**src/rtl/dma_pkg.sv**
```systemverilog
package dma_pkg;

  typedef enum logic [1:0] {
    MODE_BURST    = 2'd0,
    MODE_STEAL    = 2'd1,
    MODE_IDLE     = 2'd2,
    MODE_IDLE_ALT = 2'd3
  } bus_mode_e;

  typedef enum logic [2:0] {
    ST_IDLE,
    ST_CHK,
    ST_RD,
    ST_WR,
    ST_GAP
  } eng_state_e;

endpackage

```
**src/rtl/dma_desc_queue.sv**
```systemverilog
module dma_desc_queue #(
  parameter int W     = 25,
  parameter int DEPTH = 4
) (
  input  logic         clk,
  input  logic         rst_n,
  input  logic         in_valid,
  output logic         in_ready,
  input  logic [W-1:0] in_data,
  output logic         out_valid,
  input  logic         out_pop,
  output logic [W-1:0] out_data
);
  localparam int PW = (DEPTH > 1) ? $clog2(DEPTH) : 1;
  localparam int CW = $clog2(DEPTH + 1);
  localparam logic [CW-1:0] FULL_CNT = CW'(DEPTH);
  localparam logic [PW-1:0] LAST_PTR = PW'(DEPTH - 1);
  localparam logic [PW-1:0] P_ONE    = PW'(1);
  localparam logic [CW-1:0] C_ONE    = CW'(1);

  logic [W-1:0]  slots [DEPTH];
  logic [PW-1:0] wr_ptr, rd_ptr;
  logic [CW-1:0] count;
  logic          do_push, do_pop;

  assign in_ready  = (count != FULL_CNT);
  assign out_valid = (count != '0);
  assign do_push   = in_valid && in_ready;
  assign do_pop    = out_pop && out_valid;
  assign out_data  = slots[rd_ptr];

  always_ff @(posedge clk) begin
    if (do_push) slots[wr_ptr] <= in_data;
  end

  always_ff @(posedge clk or negedge rst_n) begin
    if (!rst_n) begin
      wr_ptr <= '0;
      rd_ptr <= '0;
      count  <= '0;
    end else begin
      if (do_push) wr_ptr <= (wr_ptr == LAST_PTR) ? '0 : wr_ptr + P_ONE;
      if (do_pop)  rd_ptr <= (rd_ptr == LAST_PTR) ? '0 : rd_ptr + P_ONE;
      case ({do_push, do_pop})
        2'b10:   count <= count + C_ONE;
        2'b01:   count <= count - C_ONE;
        default: count <= count;
      endcase
    end
  end
endmodule

```
**src/rtl/dma_bus_gate.sv**
```systemverilog
module dma_bus_gate
  import dma_pkg::*;
(
  input  bus_mode_e mode,
  input  logic      cpu_busy,
  output logic      allow
);
  always_comb begin
    unique case (mode)
      MODE_BURST, MODE_STEAL: allow = 1'b1;
      default:                allow = !cpu_busy;
    endcase
  end
endmodule

```
**src/rtl/dma_copy_engine.sv**
```systemverilog
module dma_copy_engine
  import dma_pkg::*;
#(
  parameter int ADDR_W = 8,
  parameter int DATA_W = 32,
  parameter int LEN_W  = 8
) (
  input  logic              clk,
  input  logic              rst_n,
  input  logic              q_valid,
  output logic              q_pop,
  input  logic [ADDR_W-1:0] q_src,
  input  logic [ADDR_W-1:0] q_dst,
  input  logic [LEN_W-1:0]  q_len,
  input  logic              q_last,
  input  logic [1:0]        mode_in,
  input  logic              allow,
  output bus_mode_e         mode_q,
  output logic              bus_req,
  input  logic              bus_gnt,
  output logic              bus_we,
  output logic [ADDR_W-1:0] bus_addr,
  output logic [DATA_W-1:0] bus_wdata,
  input  logic [DATA_W-1:0] bus_rdata,
  output logic              irq
);
  localparam logic [ADDR_W-1:0] A_ONE = ADDR_W'(1);
  localparam logic [LEN_W-1:0]  L_ONE = LEN_W'(1);

  eng_state_e        state;
  logic [ADDR_W-1:0] src_q, dst_q;
  logic [LEN_W-1:0]  cnt_q;
  logic              last_q;
  logic [DATA_W-1:0] hold_q;
  logic              want, fire;

  assign q_pop     = (state == ST_IDLE) && q_valid;
  assign want      = (state == ST_RD) || (state == ST_WR);
  assign bus_req   = want && allow;
  assign fire      = bus_req && bus_gnt;
  assign bus_we    = (state == ST_WR);
  assign bus_addr  = (state == ST_WR) ? dst_q : src_q;
  assign bus_wdata = hold_q;

  always_ff @(posedge clk or negedge rst_n) begin
    if (!rst_n) begin
      state  <= ST_IDLE;
      src_q  <= '0;
      dst_q  <= '0;
      cnt_q  <= '0;
      last_q <= 1'b0;
      hold_q <= '0;
      mode_q <= MODE_BURST;
      irq    <= 1'b0;
    end else begin
      irq <= 1'b0;
      case (state)
        ST_IDLE: begin
          if (q_valid) begin
            src_q  <= q_src;
            dst_q  <= q_dst;
            cnt_q  <= q_len;
            last_q <= q_last;
            mode_q <= bus_mode_e'(mode_in);
            state  <= ST_CHK;
          end
        end
        ST_CHK: begin
          if (cnt_q == '0) begin
            irq   <= last_q;
            state <= ST_IDLE;
          end else begin
            state <= ST_RD;
          end
        end
        ST_RD: begin
          if (fire) begin
            hold_q <= bus_rdata;
            state  <= ST_WR;
          end
        end
        ST_WR: begin
          if (fire) begin
            src_q <= src_q + A_ONE;
            dst_q <= dst_q + A_ONE;
            cnt_q <= cnt_q - L_ONE;
            if (cnt_q == L_ONE) begin
              irq   <= last_q;
              state <= ST_IDLE;
            end else if (mode_q == MODE_STEAL) begin
              state <= ST_GAP;
            end else begin
              state <= ST_RD;
            end
          end
        end
        ST_GAP:  state <= ST_RD;
        default: state <= ST_IDLE;
      endcase
    end
  end
endmodule

```
**src/rtl/dma_sg_engine.sv**
```systemverilog
module dma_sg_engine
  import dma_pkg::*;
#(
  parameter int ADDR_W = 8,
  parameter int DATA_W = 32,
  parameter int LEN_W  = 8,
  parameter int QDEPTH = 4
) (
  input  logic              clk,
  input  logic              rst_n,
  input  logic              desc_valid,
  output logic              desc_ready,
  input  logic [ADDR_W-1:0] desc_src,
  input  logic [ADDR_W-1:0] desc_dst,
  input  logic [LEN_W-1:0]  desc_len,
  input  logic              desc_last,
  input  logic [1:0]        mode_sel,
  input  logic              cpu_busy,
  output logic              bus_req,
  input  logic              bus_gnt,
  output logic              bus_we,
  output logic [ADDR_W-1:0] bus_addr,
  output logic [DATA_W-1:0] bus_wdata,
  input  logic [DATA_W-1:0] bus_rdata,
  output logic              irq_done
);
  localparam int DW_Q = 1 + LEN_W + 2 * ADDR_W;

  logic [DW_Q-1:0]   q_in, q_out;
  logic              q_valid, q_pop, allow;
  bus_mode_e         mode_q;
  logic [ADDR_W-1:0] q_src, q_dst;
  logic [LEN_W-1:0]  q_len;
  logic              q_last;

  assign q_in = {desc_last, desc_len, desc_dst, desc_src};
  assign {q_last, q_len, q_dst, q_src} = q_out;

  dma_desc_queue #(.W(DW_Q), .DEPTH(QDEPTH)) u_queue (
    .clk(clk), .rst_n(rst_n),
    .in_valid(desc_valid), .in_ready(desc_ready), .in_data(q_in),
    .out_valid(q_valid), .out_pop(q_pop), .out_data(q_out)
  );

  dma_bus_gate u_gate (
    .mode(mode_q), .cpu_busy(cpu_busy), .allow(allow)
  );

  dma_copy_engine #(.ADDR_W(ADDR_W), .DATA_W(DATA_W), .LEN_W(LEN_W)) u_eng (
    .clk(clk), .rst_n(rst_n),
    .q_valid(q_valid), .q_pop(q_pop),
    .q_src(q_src), .q_dst(q_dst), .q_len(q_len), .q_last(q_last),
    .mode_in(mode_sel), .allow(allow), .mode_q(mode_q),
    .bus_req(bus_req), .bus_gnt(bus_gnt), .bus_we(bus_we),
    .bus_addr(bus_addr), .bus_wdata(bus_wdata), .bus_rdata(bus_rdata),
    .irq(irq_done)
  );
endmodule

```
**config.mk**
```make
export PLATFORM = sky130hd
export DESIGN_NAME = dma_sg_engine
export DESIGN_NICKNAME = d
export VERILOG_FILES = /design/src/rtl/dma_pkg.sv /design/src/rtl/dma_desc_queue.sv /design/src/rtl/dma_bus_gate.sv /design/src/rtl/dma_copy_engine.sv /design/src/rtl/dma_sg_engine.sv
export SDC_FILE = /design/constraint.sdc
export NUM_CORES = 1
export LEC_CHECK = 0
export BUFFER_PORTS_ARGS = -buffer_cell sky130_fd_sc_hd__buf_2
export CORE_AREA = 2 2 172 174
export CTS_BUF_LIST = sky130_fd_sc_hd__clkbuf_4 sky130_fd_sc_hd__clkbuf_8 sky130_fd_sc_hd__clkbuf_16
export DETAILED_ROUTE_END_ITERATION = 7
export DIE_AREA = 0 0 174 176
export PLACE_DENSITY_LB_ADDON = 0.25
export SLEW_MARGIN = 10
export SYNTH_ARGS = -nofsm -noshare
export SYNTH_HDL_FRONTEND = slang
export SYNTH_SLANG_ARGS = --single-unit
export TNS_END_PERCENT = 50
```
**constraint.sdc**
```tcl
create_clock -name clk -period 2.5 [get_ports clk]
set_clock_uncertainty 0.15 [all_clocks]
set_input_delay 0 -clock clk [delete_from_list [all_inputs] [get_ports clk]]
set_output_delay 0 -clock clk [all_outputs]
set_load 0.1 [all_outputs]
```
==> impl_metrics.json, run 1 <==
{
  "synth.avg_cell_area_um2": 15.2,
  "hold_path_class": "in -> async",
  "drt_pass1_iterations": 5,
  "die-area_um2": 30600,
  "timing.final.ws_setup_ps": 124,
  "cts_buffers": 17,
  "maxSlewHeadroom": 0.410,
  "crit_arrival_ps": 2570,
  "path_clk_slew_ps": 70,
  "synth_fp_nets": 545,
  "cts.sinks": 170,
  "place_inst": 955,
  "via_per_inst": 4.33,
  "cts_tree": "yes",
  "yosysSeqAreaShare": 0.667,
  "htree_levels": 4,
  "worstPathCellList": "or3_4, or2_4, inv_2, ha_2, inv_1, fa_1, xor2_1, nor2_1, xor2_1",
  "die_w_um": 174,
  "worst_skew_pair.late_latency_ps": 420,
  "synth_top_area_frac": 0.421,
  "place.gp.congestion": 0.744,
  "grt_overflow": 0,
  "grt_max_degree": 48,
  "drv_cap": 0,
  "startpoint_type": "register",
  "grt_pass1_wl_um": 25700,
  "crit_path_top_delay_cell": "or3_4",
  "avgRoutedWirePerCell_um": 15.2,
  "clk_path_buf_depth": 2,
  "hold_ws_ps": 16.0,
  "setup.worst_path.class": "reg -> reg",
  "netlist_top_cells_area": "edfxtp_1 (42%), dfrtp_1 (25%), mux4_2 (7.9%)",
  "worst_pin_slew_ps": 884,
  "fp-row-count": 62,
  "fill_cells": 2818,
  "reg2reg_from": "u_eng.state[1]",
  "syn_inst": 469,
  "diodes": 0,
  "setup_violations": 0,
  "crit_fanout": 4,
  "cp_common_cell": "xor2_1",
  "dp_hpwl_um": 10600,
  "final_cell_mix": "edfxtp_1 (100), buf_2 (98), dfrtp_1 (70), dlygate4sd3_1 (63), nand2_1 (47)",
  "yosysTopAreaCell": "edfxtp_1",
  "ys_ff_latch": 170,
  "initialDrtViolationCount": 192,
  "pre_cts_slack_ps": 94.9,
  "fin_cells": 1052,
  "period_share": 0.950,
  "root_buffer": "clkbuf_16",
  "status": "complete, no violations",
  "min_period_ps": 2380,
  "netlist_area_um2": 7130,
  "synth_ff_type": "edfxtp_1",
  "critical-path-max-stage-delay_ps": 400,
  "ant_nets": 0,
  "grt_pass1_vias": 4736,
  "slew_viol_final": 0,
  "ys_async_sr_fraction": 0.412,
  "drt_wl_total_um": 16000,
  "die_h_um": 176,
  "syn2layout_area_growth_pct": 34.2,
  "track_usage": 0.108,
  "core_area_um2": 28500,
  "ys_warn_count": 0,
  "nNetsFinal": 731,
  "drc_errors": 0,
  "final_layout_size_suffix_gt1_frac": 0.340,
  "port_buffers": 107,
  "final_common_cell": "edfxtp_1",
  "synthDistinctLibCells": 52,
  "pin_count": 108,
  "crit_required_ps": 2690,
  "worstSetupStartpoint": "u_eng.state[1]",
  "synth_edf_count": 100,
  "initial_utilization": 0.250,
  "fmax_ghz": 0.421,
  "vias": 4554,
  "finalHoldViolCount": 0,
  "end_kind": "register",
  "antenna_found_initial": 0
}
## kinds of logic (layout without fill, tap and decap cells)
group           count (synthesis)  after routing  share of synthesized area
flops                         170            170                      0.667
simple gates                  114            114                     0.0790
compound gates                 72             72                     0.0667
mux                            62             62                      0.137
buf+inv                        36            235                     0.0247
fa+ha+maj                      12             12                     0.0221
xor+xnor                        3              3                    0.00369
## sequential cells by signal (all words and copies together) (netlist names)
name and flops:
u_queue.rd_ptr 2, u_eng.src_q 8, u_eng.state 3, u_eng.last_q 1
u_queue.wr_ptr 2, u_queue.slots 100, u_queue.count 3, u_eng.dst_q 8
u_eng.bus_wdata 32, u_eng.irq 1, u_eng.cnt_q 8, u_eng.mode_q 2
## critical path, delay by kind of cell, from the launching register on
family	cells	cell delay (ps)
XOR/XNOR	2	320
flip-flops	1	390
buffers and inverters	2	130
AND/OR/NAND/NOR	3	760
adder cells (fa/ha/maj)	2	560
## synth_stat cells (4+ instances only)
| cell type | n |
|---|---|
| clkbuf_1 | 4 |
| nor2_1 | 17 |
| edfxtp_1 | 100 |
| inv_1 | 12 |
| nand3_1 | 15 |
| nor3_1 | 6 |
| a31oi_1 | 5 |
| mux2_2 | 34 |
| a2bb2oi_1 | 6 |
| mux4_2 | 25 |
| ha_1 | 11 |
| buf_4 | 6 |
| nand2_1 | 47 |
| dfrtp_1 | 70 |
| and3_1 | 8 |
| o22a_1 | 5 |
| o21ai_0 | 16 |
| buf_2 | 9 |
| a21oi_1 | 19 |
| o22ai_1 | 5 |
## path summary, 6_finish.rpt
| path | depth (start not counted) | slack [ps] | endpoint |
|---|---|---|---|
| worst min-delay path | 2 | 20 | u_eng.bus_wdata[31] |
| worst max register to register | 9 | 120 | u_queue.count[2] |
| worst max-delay path | 9 | 120 | u_queue.count[2] |
| worst min register to register | 2 | 340 | u_eng.mode_q[0] |
| max in group asynchronous | 3 | 1510 | u_eng.src_q[6] |
| min in group clk | 2 | 180 | u_queue.slots[1][14] |
## metrics by stage
step | setup TNS (ps) | utilization | instance area [um^2]
3_3_place_gp | 0 | 0.292 | 8350
6_report | 0 | 0.335 | 9570
2_1_floorplan | -157 | - | 7160
5_1_grt | -0.0675 | 0.335 | 9570
3_5_place_dp | 0 | 0.292 | 8350
4_1_cts | 0 | 0.334 | 9540
## what timing repair did
| item | CTS | global route |
|---|---|---|
| resized for setup | 0 | 4 |
| setup buffers | 0 | 2 |
| hold buffers | 63 | 0 |
| hold endpoints to repair | 204 | 0 |
| endpoints found under the setup margin | 0 | 1 |
## routing by layer
layer,vias up,track usage,wire [um]
li1,2154,-,-
met1,2247,0.133,7060
met2,145,0.188,7910
met3,8,0.0301,860
met4,0,0.0263,139
met5,-,0,0
## layout make-up
class,count,area (um^2),share of cell area
clock buffers,18,433,0.0452
clock inverters,14,131,0.0137
multi-input cells,263,2230,0.233
well taps,384,480,0.0502
inverters,13,48.8,0.00510
repair buffers,190,1490,0.156
flip-flops and latches,170,4750,0.497
Power of run 1 is left out: the tool's default activity adds up to more than one toggle a clock period on the data nets, which glitch-free logic cannot reach.
==> run 2, diff against run 1 <==
Clock period 2.5 ns to 3.1 ns, I/O delays scaled along.
==> impl_metrics.json, run 2 (synthesis results as in run 1) <==
{
  "placed_area_um2": 8280,
  "die-area_um2": 30600,
  "track_usage": 0.111,
  "startpoint_type": "register",
  "drt_wl_total_um": 16300,
  "diodes": 0,
  "avgRoutedWirePerCell_um": 15.6,
  "grt_pass1_wl_um": 26100,
  "die_w_um": 174,
  "place_inst": 949,
  "fmax_ghz": 0.392,
  "rsz0062_at_grt": "false",
  "crit_fanout": 8,
  "finalHoldViolCount": 0,
  "fin_cells": 1044,
  "cts_setup_buffers": 0,
  "hold_path_class": "in -> async",
  "ant_nets": 0,
  "cts_buffers": 17,
  "initial_utilization": 0.250,
  "largest_reg_flops": 100,
  "setup.worst_path.class": "reg -> reg",
  "end_kind": "register",
  "final_cell_mix": "edfxtp_1 (100), buf_2 (98), dfrtp_1 (70), dlygate4sd3_1 (63), nand2_1 (47)",
  "die_h_um": 176,
  "worst_pin_slew_ps": 858,
  "core_area_um2": 28500,
  "clk_path_buf_depth": 2,
  "maxSlewHeadroom": 0.428,
  "place.gp.congestion": 0.748,
  "syn2layout_area_growth_pct": 34.0,
  "grt_pass1_vias": 4814,
  "path_clk_slew_ps": 70,
  "antenna_found_initial": 0,
  "setup_violations": 0,
  "crit_arrival_ps": 2760,
  "largest_register": "u_queue.slots",
  "grt_overflow": 0,
  "period_share": 0.824,
  "drc_errors": 0,
  "fp-row-count": 62,
  "status": "complete, no violations",
  "final_common_cell": "edfxtp_1",
  "final_layout_size_suffix_gt1_frac": 0.329,
  "cts_tree": "yes",
  "timing.final.ws_setup_ps": 546,
  "initialDrtViolationCount": 295,
  "port_buffers": 107,
  "slew_viol_final": 0,
  "setup-tns-final_ps": 0,
  "dp_hpwl_um": 10500,
  "post_cts_resized": 0,
  "htree_levels": 4,
  "cts_hold_buf": 63,
  "nNetsFinal": 723,
  "crit_required_ps": 3310,
  "via_per_inst": 4.37,
  "cts.sinks": 170,
  "fin_area_um2": 9560,
  "vias": 4567,
  "drt_pass1_iterations": 5,
  "pin_count": 108,
  "worst_skew_pair.late_latency_ps": 440,
  "root_buffer": "clkbuf_16",
  "pre_cts_slack_ps": 562,
  "min_period_ps": 2550,
  "drv_cap": 0,
  "grt_max_degree": 39
}
-- run 2: final timing paths --
kind                                 from                    to  slack (ps)  depth (start not counted)
max                        u_eng.state[0]      u_queue.count[2]         550                          9
min                                 rst_n   u_eng.bus_wdata[30]          80                          2
max reg2reg                u_eng.state[0]      u_queue.count[2]         550                          9
min reg2reg                  u_eng.last_q          u_eng.last_q         340                          2
max in group asynchronous           rst_n        u_eng.cnt_q[5]        2030                          3
min in group clk              desc_dst[2]  u_queue.slots[3][10]         160                          2
-- run 2: cell type report --
type	instances	area (um^2)
Clock buffer	17	425
Clock inverter	15	215
Fill cell	2809	19000
Inverter	13	48.8
Multi-Input combinational cell	263	2200
Sequential cell	170	4750
Tap cell	384	480
Timing Repair Buffer	182	1430
-- run 2: worst max-delay path, cell delays in order (launching register included) --
cell	delay (ps)
dfrtp_1	480
or3_1	430
or2_0	260
inv_2	120
ha_1	190
inv_1	60
fa_1	370
xor2_1	170
nor2_1	110
xor2_1	150
-- run 2: per-stage QoR --
stage	hold WS [ps]	util
floorplan	-446	-
global placement	-10.8	0.290
CTS	83.4	0.335
detailed placement	15.1	0.290
global route	152	0.335
finish	75.7	0.335
-- run 2: routing by layer --
metal  vias to the layer above  share of wire  global-route usage  wire (um)
met2                       144           0.50               0.190       8070
met5                         -              0                   0          0
met1                      2267           0.43               0.134       7060
met4                         0          0.011              0.0368        172
met3                        13          0.058              0.0340        948
li1                       2143              -                   -          -
Power of run 2 is left out for the same reason.
